$ cat src/rtl/mdc_pkg.sv
package mdc_pkg;

    localparam int SLOT_COUNT = 4;
    localparam int SLOT_W     = $clog2(SLOT_COUNT);

    typedef logic [1:0]        speed_t;
    typedef logic [SLOT_W-1:0] slot_t;

    typedef struct packed {
        logic stall;
        logic thermal;
    } fault_t;

    function automatic logic slot_powered(input slot_t slot, input speed_t spd);
        return slot <= slot_t'(spd);
    endfunction

    function automatic logic any_fault(input fault_t f);
        return f.stall | f.thermal;
    endfunction

endpackage

$ cat src/rtl/mdc_phase_sched.sv
module mdc_phase_sched
    import mdc_pkg::*;
(
    input  logic   clk,
    input  logic   rst,
    input  logic   zc_strobe,
    input  speed_t speed_sel,
    output logic   next_on
);
    slot_t slot_q;
    slot_t slot_n;

    assign slot_n  = slot_q + slot_t'(1);
    assign next_on = slot_powered(slot_n, speed_sel);

    always_ff @(posedge clk) begin
        if (rst)            slot_q <= slot_t'(SLOT_COUNT - 1);
        else if (zc_strobe) slot_q <= slot_n;
    end

    assert_slot_steady_R1: assert property (@(posedge clk) disable iff (rst)
        !zc_strobe |=> $stable(slot_q));
endmodule

$ cat src/rtl/mdc_stall_mon.sv
module mdc_stall_mon #(
    parameter int CUR_W    = 10,
    parameter int STALL_HC = 8
) (
    input  logic             clk,
    input  logic             rst,
    input  logic             zc_strobe,
    input  logic             clr,
    input  logic [CUR_W-1:0] cur_level,
    input  logic [CUR_W-1:0] cur_limit,
    output logic             stall_next,
    output logic             stall_q
);
    localparam int CNT_W = $clog2(STALL_HC + 1);

    logic [CNT_W-1:0] run_q;
    logic             over;
    logic             hit;

    assign over       = cur_level > cur_limit;
    assign hit        = zc_strobe && over && (run_q == CNT_W'(STALL_HC - 1));
    assign stall_next = hit || (stall_q && !clr);

    always_ff @(posedge clk) begin
        if (rst) begin
            run_q   <= '0;
            stall_q <= 1'b0;
        end else begin
            stall_q <= stall_next;
            if (clr && !zc_strobe)  run_q <= '0;
            else if (zc_strobe) begin
                if (!over)                           run_q <= '0;
                else if (run_q != CNT_W'(STALL_HC))  run_q <= run_q + CNT_W'(1);
            end
        end
    end

    assert_run_bounded_R3: assert property (@(posedge clk) disable iff (rst)
        run_q <= CNT_W'(STALL_HC));
    assert_under_restarts_R3: assert property (@(posedge clk) disable iff (rst)
        (zc_strobe && !over) |=> (run_q == '0));
endmodule

$ cat src/rtl/mdc_thermal_mon.sv
module mdc_thermal_mon #(
    parameter int TEMP_W = 8
) (
    input  logic              clk,
    input  logic              rst,
    input  logic              clr,
    input  logic [TEMP_W-1:0] temp_level,
    input  logic [TEMP_W-1:0] temp_limit,
    output logic              therm_next,
    output logic              therm_q
);
    logic hot;

    assign hot        = temp_level > temp_limit;
    assign therm_next = hot || (therm_q && !clr);

    always_ff @(posedge clk) begin
        if (rst) therm_q <= 1'b0;
        else     therm_q <= therm_next;
    end

    assert_hot_latches_R5: assert property (@(posedge clk) disable iff (rst)
        hot |=> therm_q);
endmodule

$ cat src/rtl/mixer_drive_ctrl.sv
module mixer_drive_ctrl
    import mdc_pkg::*;
#(
    parameter int CUR_W    = 10,
    parameter int TEMP_W   = 8,
    parameter int STALL_HC = 8
) (
    input  logic              clk,
    input  logic              rst,
    input  logic              zc_strobe,
    input  logic [1:0]        speed_sel,
    input  logic [CUR_W-1:0]  cur_level,
    input  logic [CUR_W-1:0]  cur_limit,
    input  logic [TEMP_W-1:0] temp_level,
    input  logic [TEMP_W-1:0] temp_limit,
    output logic              drive_out,
    output logic              led_power,
    output logic              led_overload,
    output logic              led_thermal
);
    speed_t sw_prev_q;
    logic   clr;
    logic   next_on;
    fault_t flt_next;
    fault_t flt_q;
    logic   drive_q;
    logic   pwr_q;

    assign clr = (speed_sel == speed_t'(0)) && (sw_prev_q != speed_t'(0));

    mdc_phase_sched u_sched (
        .clk       (clk),
        .rst       (rst),
        .zc_strobe (zc_strobe),
        .speed_sel (speed_sel),
        .next_on   (next_on)
    );

    mdc_stall_mon #(.CUR_W(CUR_W), .STALL_HC(STALL_HC)) u_stall (
        .clk        (clk),
        .rst        (rst),
        .zc_strobe  (zc_strobe),
        .clr        (clr),
        .cur_level  (cur_level),
        .cur_limit  (cur_limit),
        .stall_next (flt_next.stall),
        .stall_q    (flt_q.stall)
    );

    mdc_thermal_mon #(.TEMP_W(TEMP_W)) u_therm (
        .clk        (clk),
        .rst        (rst),
        .clr        (clr),
        .temp_level (temp_level),
        .temp_limit (temp_limit),
        .therm_next (flt_next.thermal),
        .therm_q    (flt_q.thermal)
    );

    always_ff @(posedge clk) begin
        if (rst) begin
            sw_prev_q <= speed_t'(0);
            drive_q   <= 1'b0;
            pwr_q     <= 1'b0;
        end else begin
            sw_prev_q <= speed_sel;
            pwr_q     <= 1'b1;
            if (any_fault(flt_next)) drive_q <= 1'b0;
            else if (zc_strobe)      drive_q <= next_on;
        end
    end

    assign drive_out    = drive_q;
    assign led_power    = pwr_q;
    assign led_overload = flt_q.stall;
    assign led_thermal  = flt_q.thermal;

    assert_drive_rises_on_zc_R2: assert property (@(posedge clk) disable iff (rst)
        $rose(drive_out) |-> $past(zc_strobe));
    assert_stall_blocks_drive_R4: assert property (@(posedge clk) disable iff (rst)
        led_overload |-> !drive_out);
    assert_thermal_blocks_drive_R5: assert property (@(posedge clk) disable iff (rst)
        led_thermal |-> !drive_out);
    assert_switch_waits_for_zc_R6: assert property (@(posedge clk) disable iff (rst)
        !zc_strobe |=> !$rose(drive_out));
    assert_power_lamp_R8: assert property (@(posedge clk) disable iff (rst)
        !rst |=> led_power);
endmodule

$ cat config.mk
export PLATFORM = sky130hd
export DESIGN_NAME = mixer_drive_ctrl
export DESIGN_NICKNAME = d
export VERILOG_FILES = /design/src/rtl/mdc_pkg.sv /design/src/rtl/mdc_phase_sched.sv /design/src/rtl/mdc_stall_mon.sv /design/src/rtl/mdc_thermal_mon.sv /design/src/rtl/mixer_drive_ctrl.sv
export SDC_FILE = /design/constraint.sdc
export NUM_CORES = 1
export LEC_CHECK = 0
export CORE_UTILIZATION = 60
export DETAILED_ROUTE_END_ITERATION = 10
export DONT_BUFFER_PORTS = 1
export GPL_ROUTABILITY_DRIVEN = 0
export GPL_TIMING_DRIVEN = 0
export PLACE_DENSITY = 0.87
export SYNTH_ARGS = -nofsm -noshare
export SYNTH_HDL_FRONTEND = slang
export SYNTH_SLANG_ARGS = --single-unit
$ cat constraint.sdc
create_clock -name clk -period 1.9 [get_ports clk]
set_clock_uncertainty 0.2 [all_clocks]
set_input_delay 0 -clock clk [delete_from_list [all_inputs] [get_ports clk]]
set_output_delay 0 -clock clk [all_outputs]
set_load 0.01 [all_outputs]
* Word-level counts from Yosys, hierarchy flattened
Cells that the tools add are included.
Word-level totals: memories 0, RAM bits 0, input bits 41, output and inout port bits 4, word-level logic and storage cells 34, bits in read-only memories 0, bits in latches 0, register bits 12
Operators by class: multiply operators 0, eq/ne operators 3, bitwise gates (word level) 1, shifts and indexed selects 0, reduce and logical (&&, ||, !) cells 15, add/sub/neg operators 2, muxes and demuxes 3, order comparisons 3, divide/modulo/power cells 0
Operators with widths (count):
- $gt 10x10->1 | 1
- $gt 8x8->1 | 1
- $mux 4 | 2
- $logic_and 1x1->1 | 6
- $add 4x1->4 const B | 1
- $eq 4x3->1 const B | 1
- $ne 4x4->1 const B | 1
- $reduce_or 2->1 | 2
- $add 2x1->2 const B | 1
- $le 2x2->1 | 1
- $logic_not 1->1 | 2
- $logic_not 2->1 | 1
- $logic_or 1x1->1 | 2
- $ne 2x2->1 const B | 1
- $reduce_and 2->1 | 1
- $reduce_bool 2->1 | 1
- $mux 1 | 1
- $or 1x1->1 | 1

* Longest topological paths before layout
Gate-level depths: netlist of run 1.
depth in word-level cells 7, gate-level depth with buffers 8, gate-level depth less buffers 8

* Hierarchy
Synthesis of run 1 repeated with hierarchy kept, for this count alone.
Second synthesis, totals: cell total of the unflattened synthesis 131, area total of the unflattened synthesis 1051.0 µm²
Modules (own cells, without submodules):
- mdc_stall_mon | sequential area each 100.1 µm², area an instance 554.3 µm², cells each 73, instances 1
- mdc_thermal_mon | sequential area each 20.0 µm², area an instance 239.0 µm², cells each 33, instances 1
- mdc_phase_sched | sequential area each 40.0 µm², area an instance 130.1 µm², cells each 14, instances 1
- mixer_drive_ctrl | sequential area each 80.1 µm², area an instance 127.6 µm², cells each 11, instances 1

* Least setup slack after synthesis of run 1
OpenSTA, ideal clock, no wires.
path kind reg2reg, from register u_sched.slot_q[0], to register drive_q, in the netlist drive_out, required time 1.642 ns, cell stages (with the launch flop) 8, path buffers 0, data arrival time 1.452 ns, library setup time 0.058 ns, period minus slack after synthesis 1.710 ns, slack 0.190 ns, path through dfxtp_1 xor2_1 ha_1 nor2b_1 o211ai_1 o2111ai_1 a41oi_2 o21a_1
Between the ends: cells in the longest elaborated chain, start to end 2
Ends and longest elaborated chain:
- start: declaration | line mdc_phase_sched.sv:10 | slot_t slot_q;
- start signal: assignment | line mdc_phase_sched.sv:17 | if (rst) slot_q <= slot_t'(SLOT_COUNT - 1);
- start signal: assignment | line mdc_phase_sched.sv:18 | else if (zc_strobe) slot_q <= slot_n;
- $add 2x1->2 | line mdc_phase_sched.sv:13 | assign slot_n = slot_q + slot_t'(1);
- via u_sched.slot_n[1] | line mdc_phase_sched.sv:11 | slot_t slot_n;
- $le 2x2->1 | line mdc_pkg.sv:15 | return slot <= slot_t'(spd);
- end signal: assignment | line mixer_drive_ctrl.sv:69 | else if (zc_strobe) drive_q <= next_on;
- end: declaration | line mixer_drive_ctrl.sv:26 | logic drive_q;
The timed path passes the listed nets, and every way through them passes these cells. A chain may end at the register's enable or synchronous reset.

* Worst setup path after layout of run 1
Same ends and word-level chain as after synthesis.

==> flow_summary.toml, run 1 <==
[timing]
finalSetupViolations = 0
slew_violations = 0
fmax_ghz = 0.533
tns_ns = 0
slew_headroom_pct = 64.2
final_hold_viol_count = 0
rsz0062_at_grt = "true"
finalCritPeriodShare_pct = 98.8
tightest_slew_ns = 0.531
period_needed_ns = 1.88

[synth]
yosys-top-cells-area = "ha_1 (26%), dfxtp_1 (23%), inv_1 (8.8%), o21ai_0 (4.2%), a21oi_1 (3.3%)"
synth_top_cells_by_count = "inv_1 (25), ha_1 (22), dfxtp_1 (12)"
synth_area_um2 = 1060
yosysWarnings = 0
synth_top_area_share_pct = 25.9
synth_compound_area_share_pct = 21.9
muxShareOfSynthArea_pct = 0
yosysMostFrequentCell = "inv_1"
synth_top_family_by_area = "adder cells"
synth-xor-area-share_pct = 1.65
ys.flop_type = "dfxtp_1"
synth_fa_ha_area_share_pct = 25.9
seq_area_frac_synth_pct = 22.6
synth_edf_count = 0
synth_area_per_cell_um2 = 7.95
synthCells = 134
yosys.cell_types.count = 30
synth_simple_gate_area_share_pct = 18.6
ys_async_sr_fraction_pct = 0
ys_ff_latch = 12
synth_nets = 197
yosysTopAreaCell = "ha_1"

[setup_path]
cp.buffers_inverters = 0
crit_arrival_ns = 1.90
required_ns = 1.93
cpLargestDelayFamily = "compound AO/OA/AOI/OAI gates"
timing.rr.start = "u_sched.slot_q[0]"
path_cells = "xor2_1 > ha_1 > nor2b_1 > o211ai_1 > o2111ai_2 > a41oi_2 > o21a_1"
critPathMaxStageDelay_ns = 0.38
reg2reg_slack_ns = 0.02
end_kind = "register"
reg2reg_depth = 7
cp-start-kind = "register"
critPathSlowestCell = "dfxtp_2"
crit_fanout = 5
critical_path_class = "register to register"
rr_endpoint = "drive_out"

[global_route]
grt_pass1_wl_um = 3790
grt_max_degree = 11
overflow = 0
antenna_found_initial = 0
track_usage_pct = 25.7
grt_pass1_vias = 939

[hold_path]
holdPathEnd = "u_therm.therm_q"
hold_path_startpoint = "temp_limit[6]"
holdPathStages = 5
min_path_type = "primary input to register"

[power_and_ir_drop]
p_leak_nw = 0.587
vdd_drop_max_mv = 0.433
powerDensity_nw_per_um2 = 546
finalPower_mw = 0.668

[clocking]
clkLatencyLatePin_ns = 0.28
clock_path_buffers = 2
htree_levels = 1
root_buffer = "clkbuf_4"
cts.sinks = 12
clk_pin_slew_ns = 0.08
cts-buffers-inserted = 3
cts_tree = "yes"

[floorplan]
fp.dieH_um = 44.1
core_um2 = 1580
start_util_pct = 67.5
die-area_um2 = 1950
ios = 45
die_x_um = 44.1
placementRows = 14

[detailed_routing]
drt-initial-drc-count = 17
routed_via_density = 5.94
drt-total-wl_um = 2210
wl_per_cell_um = 13.5
drc_errors = 1
ant_nets = 0
drt_first_pass_iters = 7
routed-via-count = 968

[final_layout]
nFillCells = 111
drive_gt1_share_pct = 7.48
area_growth_syn_to_layout_pct = 14.9
nets = 211
antennaDiodeCount = 0

[status]
status = "complete, but fails checks"
violations = "design-rule violations"

[job]
max_cap_viol_count = 0

[place]
place_hpwl_um = 1690
port_buffers = 0
-- cells in the final DEF (no fill, tap or decap) --
cell type	count
inv_1	25
ha_1	22
dfxtp_1	11
o21ai_0	9
dlygate4sd3_1	9
nand2_1	8
a21oi_1	7
nor2_1	7
nor2b_1	5
nand4_1	5
nand2b_1	5
nor3_1	3
clkbuf_4	3
a21o_1	2
o21a_1	2
a211oi_1	2
clkbuf_1	2
o21ai_1	2
and3_1	2
xor2_1	1
a21oi_2	1
a211oi_2	1
a2111oi_2	1
a31oi_4	1
o211ai_1	1
o2111ai_2	1
a41oi_2	1
o22ai_1	1
nand3_1	1
nand3b_1	1
a31oi_1	1
xnor2_1	1
nor3b_1	1
clkbuf_8	1
dfxtp_2	1
-- what timing repair did --
action | CTS | global route
gates resized for setup | 1 | 2
hold endpoints to repair | 12 | 0
pin swaps | 0 | 2
gates cloned | 0 | 0
setup endpoints to repair | 1 | 4
hold buffers | 9 | 0
buffers inserted | 0 | 0
-- power breakdown --
group | leakage, nW | total (mW) | switching [mW] | internal [mW]
Combinational | 0.467 | 0.179 | 0.0928 | 0.0867
Clock | 0.0210 | 0.207 | 0.0906 | 0.117
Sequential | 0.0985 | 0.282 | 0.0152 | 0.266
-- cells by family (layout without fill, tap and decap cells) --
| group | after synthesis | count (layout) |
|---|---|---|
| AOI/OAI and AO/OA | 33 | 33 |
| xor gates and xnor gates | 2 | 2 |
| adders and majority gates | 22 | 22 |
| buffers and inverters | 27 | 40 |
| DFF | 12 | 12 |
| and+or+nand+nor | 38 | 38 |
-- metrics by stage --
step	std cells	hold WS [ns]	cell area, um^2	setup slack (ns)	util (%)
after floorplan	134	-0.133	1060	0.190	-
after global placement	150	-0.131	1080	0.0701	68.8
after detailed placement	150	-0.128	1080	-0.0140	68.8
after CTS	163	0.00487	1210	0.0202	76.9
after global routing	163	0.0770	1220	-0.0386	77.6
final	163	0.00923	1220	0.0229	77.6
-- worst min-delay path: stages --
cell and delay [ns]:
inv_1 0.03, ha_1 0.13, a21o_1 0.08, a211oi_1 0.10, o22ai_1 0.10
-- registers in the layout, indices dropped and copies added (netlist names) --
| signal | flops |
|---|---|
| u_stall.stall_q | 1 |
| u_sched.slot_q | 2 |
| drive_out | 1 |
| u_stall.run_q | 4 |
| sw_prev_q | 2 |
| led_power | 1 |
| u_therm.therm_q | 1 |
-- area by class of cell --
| cell class | instances | area [um^2] | share of cell area [%] |
|---|---|---|---|
| multi-input cells | 95 | 734 | 60.0 |
| repair buffers | 9 | 90.1 | 7.36 |
| flip-flops and latches | 12 | 241 | 19.7 |
| plain buffers | 2 | 7.51 | 0.613 |
| inverters | 25 | 93.8 | 7.67 |
| clock buffers | 4 | 36.3 | 2.97 |
| well taps | 16 | 20.0 | 1.64 |
-- worst max-delay path by stage --
stage                      start   endpoint  slack, ns  cells after the start
2_1_floorplan  u_sched.slot_q[0]  drive_out       0.19                      7
3_3_place_gp   u_sched.slot_q[0]  drive_out       0.07                      7
3_5_place_dp   u_sched.slot_q[0]  drive_out      -0.01                      7
4_1_cts        u_sched.slot_q[0]  drive_out       0.02                      7
5_1_grt        u_sched.slot_q[0]  drive_out      -0.04                      7
6_report       u_sched.slot_q[0]  drive_out       0.02                      7
-- routing by layer --
layer	part of all wire [%]	global-route usage (%)	vias to the layer above
met5	0	0	-
met2	52	46.5	39
met3	6.5	8.98	5
li1	-	-	488
met1	40	29.3	436
met4	1.1	4.24	0
No activity file was read; power rests on OpenSTA's default activity.
==> run 2, diff against run 1 <==
- ABC_AREA: not set -> 1
==> flow_summary.toml, run 2 <==
[global_route]
grt_pass1_vias = 1122
grt_pass1_wl_um = 4170
antenna_found_initial = 0
overflow = 0
track_usage_pct = 28.3
grt_max_degree = 11

[status]
status = "finished clean"

[place]
port_buffers = 0
place_hpwl_um = 1800

[setup_path]
crit_fanout = 3
cp.buffers_inverters = 1
required_ns = 1.93
end_kind = "register"
crit_arrival_ns = 1.88
critPathSlowestCell = "dlygate4sd3_1"
cpLargestDelayFamily = "buffers and inverters"
cp-start-kind = "register"
critPathMaxStageDelay_ns = 0.55
path_cells = "ha_2 > nand2_1 > nor3_1 > nand3_1 > a21oi_1 > dlygate4sd3_1"
critical_path_class = "register to register"

[floorplan]
ios = 45
die_x_um = 45.8
core_um2 = 1760
die-area_um2 = 2090
fp.dieH_um = 45.8
start_util_pct = 65.1
placementRows = 15

[synth]
synth_simple_gate_area_share_pct = 30.8
synth_top_family_by_area = "simple AND/OR/NAND/NOR gates"
seq_area_frac_synth_pct = 20.9
synth_top_area_share_pct = 24.0
synth_edf_count = 0
yosys.cell_types.count = 23
yosysMostFrequentCell = "inv_1"
synth_fa_ha_area_share_pct = 24.0
ys.flop_type = "dfxtp_1"
yosysTopAreaCell = "ha_1"
synth_area_um2 = 1150
synth_nets = 226
yosysWarnings = 0
ys_async_sr_fraction_pct = 0
ys_ff_latch = 12
synthCells = 163
yosys-top-cells-area = "ha_1 (24%), dfxtp_1 (21%), inv_1 (13%), nand2_1 (10%), a21oi_1 (4.4%)"
muxShareOfSynthArea_pct = 0
synth-xor-area-share_pct = 2.29
synth_area_per_cell_um2 = 7.05
synth_compound_area_share_pct = 8.17
synth_top_cells_by_count = "inv_1 (40), nand2_1 (32), ha_1 (22)"

[timing]
final_hold_viol_count = 0
finalSetupViolations = 0
fmax_ghz = 0.543
slew_violations = 0
rsz0062_at_grt = "false"
slew_headroom_pct = 81.8
finalCritPeriodShare_pct = 97.0
tightest_slew_ns = 0.271
period_needed_ns = 1.84
tns_ns = 0

[final_layout]
nets = 237
reg.largest.list = "u_stall.run_q (4), sw_prev_q (2), u_sched.slot_q (2)"
largest_register_ffs = 4
largest_register = "u_stall.run_q"
nFillCells = 139
drive_gt1_share_pct = 13.4
regArea_um2 = 244
multiInputGateArea_um2 = 762
layout_common_cells = "inv_1 (40), nand2_1 (32), ha_1 (21)"
final_common_cell = "inv_1"
area_growth_syn_to_layout_pct = 11.3
antennaDiodeCount = 0

[clocking]
postCtsSetupBuffers = 0
clock_path_buffers = 2
cts-buffers-inserted = 3
root_buffer = "clkbuf_4"
clkLatencyLatePin_ns = 0.29
clk_pin_slew_ns = 0.07
htree_levels = 1
cts.sinks = 12
cts_tree = "yes"

[detailed_routing]
routed_via_density = 5.58
drc_errors = 0
routed-via-count = 1099
drt_first_pass_iters = 4
wl_per_cell_um = 12.2
ant_nets = 0
drt-initial-drc-count = 31
drt-total-wl_um = 2400

[power_and_ir_drop]
vdd_drop_max_mv = 0.461
p_leak_nw = 0.707
powerDensity_nw_per_um2 = 516
finalPower_mw = 0.660

[hold_path]
min_path_type = "primary input to register"

[job]
max_cap_viol_count = 0
run 2: cell count changes after synthesis, moves of 5 or more:
cell,delta
o21ai_0,-5
nor2b_1,-5
nand3_1,+8
nand2b_1,-5
nand2_1,+24
inv_1,+15
run 2: worst paths after layout:
check | end | start | slack [ns] | depth (start not counted)
max | u_stall.stall_q | u_stall.run_q[1] | 0.06 | 6
min | u_therm.therm_q | temp_limit[0] | 0.05 | 4
max reg2reg | u_stall.stall_q | u_stall.run_q[1] | 0.06 | 6
min reg2reg | u_sched.slot_q[0] | u_sched.slot_q[0] | 0.33 | 2
run 2: power by group:
part | switching, mW | internal, mW | leakage, nW | total [mW]
Clock | 0.0906 | 0.0739 | 0.0138 | 0.165
Sequential | 0.0175 | 0.270 | 0.0997 | 0.287
Combinational | 0.121 | 0.0874 | 0.594 | 0.209
Total | 0.229 | 0.431 | 0.707 | 0.660
run 2: cell type report:
type | instances | share of cell area [%]
clock buffers | 3 | 1.76
repair buffers | 6 | 4.70
inverters | 41 | 12.0
flip-flops and latches | 12 | 19.1
plain buffers | 1 | 0.391
well taps | 25 | 2.45
multi-input cells | 109 | 59.6
run 2: what timing repair did:
item                                    4_1_cts  5_1_grt
endpoints found under the setup margin        0        2
gates resized for setup                       0        7
hold buffers                                  6        0
hold endpoints to repair                     12        0
run 2: through the flow:
| stage | hold slack [ns] | setup slack [ns] | utilization (%) | cell area [um^2] | cells |
|---|---|---|---|---|---|
| final | 0.0468 | 0.0571 | 72.5 | 1280 | 197 |
| after global placement | -0.128 | 0.265 | 66.9 | 1180 | 188 |
| after detailed placement | -0.126 | 0.128 | 66.9 | 1180 | 188 |
| after global routing | 0.0820 | 0.0129 | 72.5 | 1280 | 197 |
| after CTS | 0.0269 | 0.0587 | 71.6 | 1260 | 197 |
| after floorplan | -0.131 | 0.372 | - | 1150 | 163 |
run 2: metal layers:
layer  up-vias  track usage, %  part of all wire [%]
met5         -               0                     0
met3        16            9.13                   7.8
met2        67            48.0                    51
met1       486            28.2                    36
li1        530               -                     -
met4         0            22.4                   5.7
run 2: tightest hold or removal path, cell delays in order:
cell and delay [ns]:
ha_1 0.21, nand4_1 0.09, a22oi_1 0.09, nor2_1 0.11
run 2: cell families (layout without fill, tap and decap cells):
| kind of cell | after synthesis | count (layout) |
|---|---|---|
| compound gates | 17 | 17 |
| xor+xnor | 3 | 3 |
| fa+ha+maj | 22 | 22 |
| buf+inv | 42 | 51 |
| flops | 12 | 12 |
| simple gates | 67 | 67 |
